`src/rtl/rcadc_pkg.sv`:
```
package rcadc_pkg;

  typedef logic [63:0] wide_t;

  typedef enum logic {
    DRV_LOW  = 1'b0,
    DRV_HIGH = 1'b1
  } drive_e;

  // One exponential step toward full scale (up) or zero (down).
  // fbits: total fraction bits; s1/s2: shift amounts, s2 == 0 disables it.
  function automatic wide_t rc_step(wide_t acc, drive_e dir,
                                    int unsigned fbits,
                                    int unsigned s1, int unsigned s2);
    wide_t fs;
    wide_t gap;
    wide_t delta;
    fs    = wide_t'(1) << fbits;
    gap   = (dir == DRV_HIGH) ? (fs - acc) : acc;
    delta = gap >> s1;
    if (s2 != 0) delta = delta + (gap >> s2);
    return (dir == DRV_HIGH) ? (acc + delta) : (acc - delta);
  endfunction

  function automatic int unsigned guard_bits(int unsigned s1, int unsigned s2);
    return (s2 > s1) ? s2 : s1;
  endfunction

endpackage

```
`src/rtl/rcadc_sync.sv`:
```
module rcadc_sync #(
  parameter int STAGES = 2
) (
  input  logic clk,
  input  logic rst,
  input  logic d_i,
  output logic q_o
);

  logic [STAGES-1:0] chain_q;

  generate
    if (STAGES == 1) begin : g_one
      always_ff @(posedge clk) begin
        if (rst) chain_q <= '0;
        else     chain_q <= d_i;
      end
    end else begin : g_many
      always_ff @(posedge clk) begin
        if (rst) chain_q <= '0;
        else     chain_q <= {chain_q[STAGES-2:0], d_i};
      end
    end
  endgenerate

  assign q_o = chain_q[STAGES-1];

endmodule

```
`src/rtl/rcadc_model.sv`:
```
module rcadc_model
  import rcadc_pkg::*;
#(
  parameter int WIDTH  = 12,
  parameter int SHIFT  = 5,
  parameter int SHIFT2 = 7
) (
  input  logic             clk,
  input  logic             rst,
  input  logic             cmp_i,
  output logic             drive_o,
  output logic [WIDTH-1:0] model_o
);

  localparam int unsigned GUARD = guard_bits(SHIFT, SHIFT2);
  localparam int unsigned AW    = WIDTH + GUARD;

  drive_e          drive_q;
  logic [AW-1:0]   acc_q;
  logic [AW-1:0]   acc_d;
  logic            step_up;     // named event: this edge charges
  logic            model_full;  // named event: model at all ones

  assign step_up    = (drive_q == DRV_HIGH);
  assign model_full = &model_o;

  always_comb begin
    acc_d = AW'(rc_step(wide_t'(acc_q), drive_q, AW, SHIFT, SHIFT2));
  end

  always_ff @(posedge clk) begin
    if (rst) begin
      drive_q <= DRV_LOW;
      acc_q   <= '0;
    end else begin
      drive_q <= cmp_i ? DRV_HIGH : DRV_LOW;
      acc_q   <= acc_d;
    end
  end

  assign drive_o = (drive_q == DRV_HIGH);
  assign model_o = acc_q[AW-1:GUARD];


  acc_rise_chk: assert property (@(posedge clk) disable iff (rst)
    step_up |=> (acc_q >= $past(acc_q)));


  acc_fall_chk: assert property (@(posedge clk) disable iff (rst)
    !step_up |=> (acc_q <= $past(acc_q)));


  no_wrap_chk: assert property (@(posedge clk) disable iff (rst)
    (model_full && step_up) |=> model_full);

endmodule

```
`src/rtl/rcadc_avg.sv`:
```
module rcadc_avg #(
  parameter int WIDTH = 12,
  parameter int DEC   = 12
) (
  input  logic             clk,
  input  logic             rst,
  input  logic [WIDTH-1:0] val_i,
  output logic             valid_o,
  output logic [WIDTH-1:0] sample_o
);

  localparam int SW = WIDTH + DEC;

  logic [DEC-1:0]   cnt_q;
  logic [SW-1:0]    sum_q;
  logic [SW-1:0]    total;
  logic             win_end;   // named event: last clock of the window
  logic             valid_q;
  logic [WIDTH-1:0] sample_q;

  assign win_end = &cnt_q;
  assign total   = sum_q + SW'(val_i);

  always_ff @(posedge clk) begin
    if (rst) begin
      cnt_q    <= '0;
      sum_q    <= '0;
      valid_q  <= 1'b0;
      sample_q <= '0;
    end else begin
      cnt_q   <= cnt_q + 1'b1;
      valid_q <= win_end;
      if (win_end) begin
        sum_q    <= '0;
        sample_q <= total[SW-1:DEC];
      end else begin
        sum_q    <= total;
      end
    end
  end

  assign valid_o  = valid_q;
  assign sample_o = sample_q;


  valid_pulse_chk: assert property (@(posedge clk) disable iff (rst)
    valid_q |=> !valid_q);


  sample_hold_chk: assert property (@(posedge clk) disable iff (rst)
    !valid_q |-> $stable(sample_q));

endmodule

```
`src/rtl/rcadc_track.sv`:
```
module rcadc_track #(
  parameter int WIDTH       = 12,
  parameter int SHIFT       = 5,
  parameter int SHIFT2      = 7,
  parameter int DEC         = 12,
  parameter int SYNC_STAGES = 2
) (
  input  logic             clk,
  input  logic             rst,
  input  logic             cmp_in,
  output logic             drive_out,
  output logic [WIDTH-1:0] model_out,
  output logic [WIDTH-1:0] sample_out,
  output logic             sample_valid
);

  logic cmp_sync;

  rcadc_sync #(.STAGES(SYNC_STAGES)) u_sync (
    .clk (clk),
    .rst (rst),
    .d_i (cmp_in),
    .q_o (cmp_sync)
  );

  rcadc_model #(.WIDTH(WIDTH), .SHIFT(SHIFT), .SHIFT2(SHIFT2)) u_model (
    .clk     (clk),
    .rst     (rst),
    .cmp_i   (cmp_sync),
    .drive_o (drive_out),
    .model_o (model_out)
  );

  rcadc_avg #(.WIDTH(WIDTH), .DEC(DEC)) u_avg (
    .clk      (clk),
    .rst      (rst),
    .val_i    (model_out),
    .valid_o  (sample_valid),
    .sample_o (sample_out)
  );


  reset_clear_chk: assert property (@(posedge clk)
    $past(rst) |-> (!drive_out && model_out == '0 && !sample_valid));

endmodule

```
`config.mk`:
```
export PLATFORM = sky130hd
export DESIGN_NAME = rcadc_track
export DESIGN_NICKNAME = d
export VERILOG_FILES = /design/src/rtl/rcadc_pkg.sv /design/src/rtl/rcadc_sync.sv /design/src/rtl/rcadc_model.sv /design/src/rtl/rcadc_avg.sv /design/src/rtl/rcadc_track.sv
export SDC_FILE = /design/constraint.sdc
export NUM_CORES = 1
export LEC_CHECK = 0
export ABC_AREA = 1
export BUFFER_PORTS_ARGS = -buffer_cell sky130_fd_sc_hd__buf_2
export CAP_MARGIN = 30
export CORE_ASPECT_RATIO = 0.6
export CORE_MARGIN = 10
export CORE_UTILIZATION = 60
export CTS_CLUSTER_SIZE = 25
export DETAILED_ROUTE_END_ITERATION = 16
export MAX_ROUTING_LAYER = met4
export PLACE_DENSITY = 0.75
export SLEW_MARGIN = 20
export SYNTH_ARGS = -nofsm -noshare
export SYNTH_HDL_FRONTEND = slang
export SYNTH_SLANG_ARGS = --single-unit
```
`constraint.sdc`:
```
create_clock -name clk -period 5.06 [get_ports clk]
set_clock_uncertainty 0.2 [all_clocks]
set_input_delay 0.506 -clock clk [delete_from_list [all_inputs] [get_ports clk]]
set_output_delay 0.506 -clock clk [all_outputs]
set_load 0.02 [all_outputs]
```
==> qor.csv <==
stage,metric,value,unit
status,status,"finished, final reports clean",
critical_path,critical_path.top_delay_family,simple AND/OR/NAND/NOR gates,
sta,final_min_period_over_clock_period,0.9789,
yosys,sequential_fraction_of_the_synthesis_area,0.2583,
cts,cts_tree,done,
sta,minimum_period_implied_by_the_final_worst_setup_slack,4953,ps
drt,met1_length,8.044,mm
floorplan,core,8718,um^2
place,port_buffers,28,
sta,maxClockFrequency,201.9,MHz
critical_path,cp-end-kind,register,
layout,drive_above_1_share,0.2401,
cts,numClockSinks,71,
critical_path,cpMostUsedCell,nand2_1,
yosys,synth_enable_flop_cells,0,
grt,grt-ovfl-total,0,
cts,number_of_h_tree_branching_levels,3,
place,placedInstanceArea,6007,um^2
sta,slew_worst_pin,719.7,ps
floorplan,initial_utilization,0.6312,
grt,grt_pass1_wl,25.90,mm
critical_path,timing.critical_path.from_type,register,
cts,path_clk_slew,60,ps
drt,vias,5791,
yosys,syn_inst,803,
drt,ant_nets,0,
place,place.detailed.hpwl,12.70,mm
layout,multi_input_comb_area,3806,um^2
yosys,ys.flop_type,dfxtp_1,
drt,met2WireLength,6.618,mm
critical_path,cp_slowest_cell,dfxtp_1,
layout,fillerInstances,658,
grt,grt.total_usage,0.2466,
yosys,mappedNetlistArea,5503,um^2
critical_path,rr_startpoint,u_model.acc_q[1],
floorplan,die-width,143.6,um
sta,timing_max_transition_violations_final,0,
critical_path,worst_ep_arrival_time,4980,ps
place,gp_routability_congestion,1.140,
layout,insertedDiodeCount,0,
sta,final_hold_viol_count,0,
yosys,postSynthNetCount,855,
grt,number_of_global_route_vias_before_repair,5127,
grt,grt_antenna_before_repair,0,
layout,layout.nets,934,
drt,length_of_routed_met3_wiring,1.962,mm
critical_path,startpoint,u_model.acc_q[1],
drt,maxUsedRoutingLayer,met4,
cts,holdBufCountCts,0,
job,cap_viol_max_count,0,
yosys,ys_async_sr_fraction,0,
cts,cts_inserted_buffers,9,
critical_path,critical-path-max-stage-delay,360,ps
yosys,synth_seq_cells,71,
drt,wirelength,16.77,mm
critical_path,worstSetupPathType,register to register,
cts,clk_latency,330,ps
yosys,avg_synthesized_cell_area,6.853,um^2
critical_path,worst_endpoint_required_time,5090,ps
sta,timing.setup.tns,0,ps
sta,setup-violations-final,0,
sta,hold-worst-slack,175.4,ps
floorplan,die_height,94.18,um
layout,sequential_cell_area,1423,um^2
drt,post_drt_wl_per_cell,16.79,um
hold_path,hold_path_startpoint,cmp_in,
critical_path,critical_path.n_buffers_inverters,4,
drt,route.detailed.drc,0,
floorplan,die-area,13530,um^2
layout,area_delta_synth_final,21.35,%
drt,detailedRoute.firstPassIterationCount,6,
floorplan,core.rowCount,26,
cts,clk_root_buffer_cell,clkbuf_16,
grt,grt_max_degree,23,
floorplan,floorplan.io_pins,29,
sta,maxSlewHeadroom,0.5197,
yosys,synthDistinctLibCells,50,
critical_path,crit_fanout,4,
cts,ctsLongestPathBuffers,2,
hold_path,worstHoldPathType,input port to register,
yosys,ys_warn_count,0,
drt,detailedRoute.firstIterationViolations,700,
drt,viasPerCell,5.797,
layout,final_design_area_no_fill,6678,um^2
==> sequential cells by signal, summed over array words and instances, names as in the netlist <==
signal and cells:
u_model.drive_o 1, u_sync.chain_q 2, u_avg.sample_o 12, u_model.acc_q 19, u_avg.valid_o 1, u_avg.sum_q 24, u_avg.cnt_q 12
==> synth_stat cells, types with 14 or more instances <==
cell | count | area (um^2)
xnor2_1 | 14 | 122.6
o21ai_0 | 47 | 235.2
inv_1 | 100 | 375.4
nand3_1 | 36 | 180.2
dfxtp_1 | 71 | 1421
buf_4 | 14 | 105.1
a21oi_1 | 71 | 355.3
nand2_1 | 152 | 570.6
ha_1 | 46 | 575.6
xor2_1 | 29 | 254.0
nand2_2 | 15 | 93.84
nor2_1 | 89 | 334.1
==> final timing paths <==
kind / end / slack [ps] / depth (start not counted)
hold reg to reg: u_model.drive_o / 200 / 2
setup reg to reg: u_model.acc_q[17] / 110 / 29
setup / recovery: u_model.acc_q[17] / 110 / 29
hold / removal: u_sync.chain_q[0] / 180 / 3
==> metrics by stage <==
step,utilization,instances,worst slack [ps]
floorplan,-,803,226.7
global placement,0.6890,969,-82.62
detailed placement,0.6890,969,-47.48
CTS,0.7242,985,8.583
global route,0.7659,999,-58.89
finish,0.7659,999,106.8
==> placed cells by master (no fill, tap or decap), types with 23 or more instances in the layout <==
cell	n
buf_2	28
a21oi_1	68
xor2_1	28
nand2_2	23
nor2_1	79
nand3_1	34
dfxtp_1	70
nand2_1	142
ha_1	37
o21ai_0	41
inv_1	97
buf_4	65
==> timing repair <==
item | in CTS | in global routing
setup endpoints to repair | 3 | 9
pin swaps | 0 | 30
gates resized for setup | 4 | 70
buffers inserted | 0 | 14
==> routing by layer <==
| metal | vias to the layer above | track usage |
|---|---|---|
| met1 | 2649 | 0.3499 |
| met5 | - | - |
| met4 | 0 | 0.05668 |
| met2 | 335 | 0.3196 |
| met3 | 23 | 0.08687 |
| li1 | 2784 | - |
==> logic make-up (layout without fill, tap and decap cells) <==
family / after synthesis / after routing / synth area share
adders and majority gates: 49 / 49 / 0.1155
AOI/OAI and AO/OA: 157 / 157 / 0.1571
and+or+nand+nor: 351 / 351 / 0.2945
xor gates and xnor gates: 44 / 44 / 0.07344
DFF: 71 / 71 / 0.2583
buffers and inverters: 131 / 215 / 0.1012
==> final cells by class <==
cell class	instances	share of cell area
clock buffer	10	0.03579
sequential	71	0.2130
timing repair buffer	93	0.09406
multi-input combinational	601	0.5700
inverter	106	0.05958
clock inverter	6	0.006558
tap	112	0.02099
==> tightest hold or removal path, delay by kind of cell <==
kind | cells | cell delay [ps]
simple gates | 1 | 60
buf+inv | 2 | 100
Power is left out: the tool's default activity adds up to more than one toggle a clock period on the data nets, which glitch-free logic cannot reach.
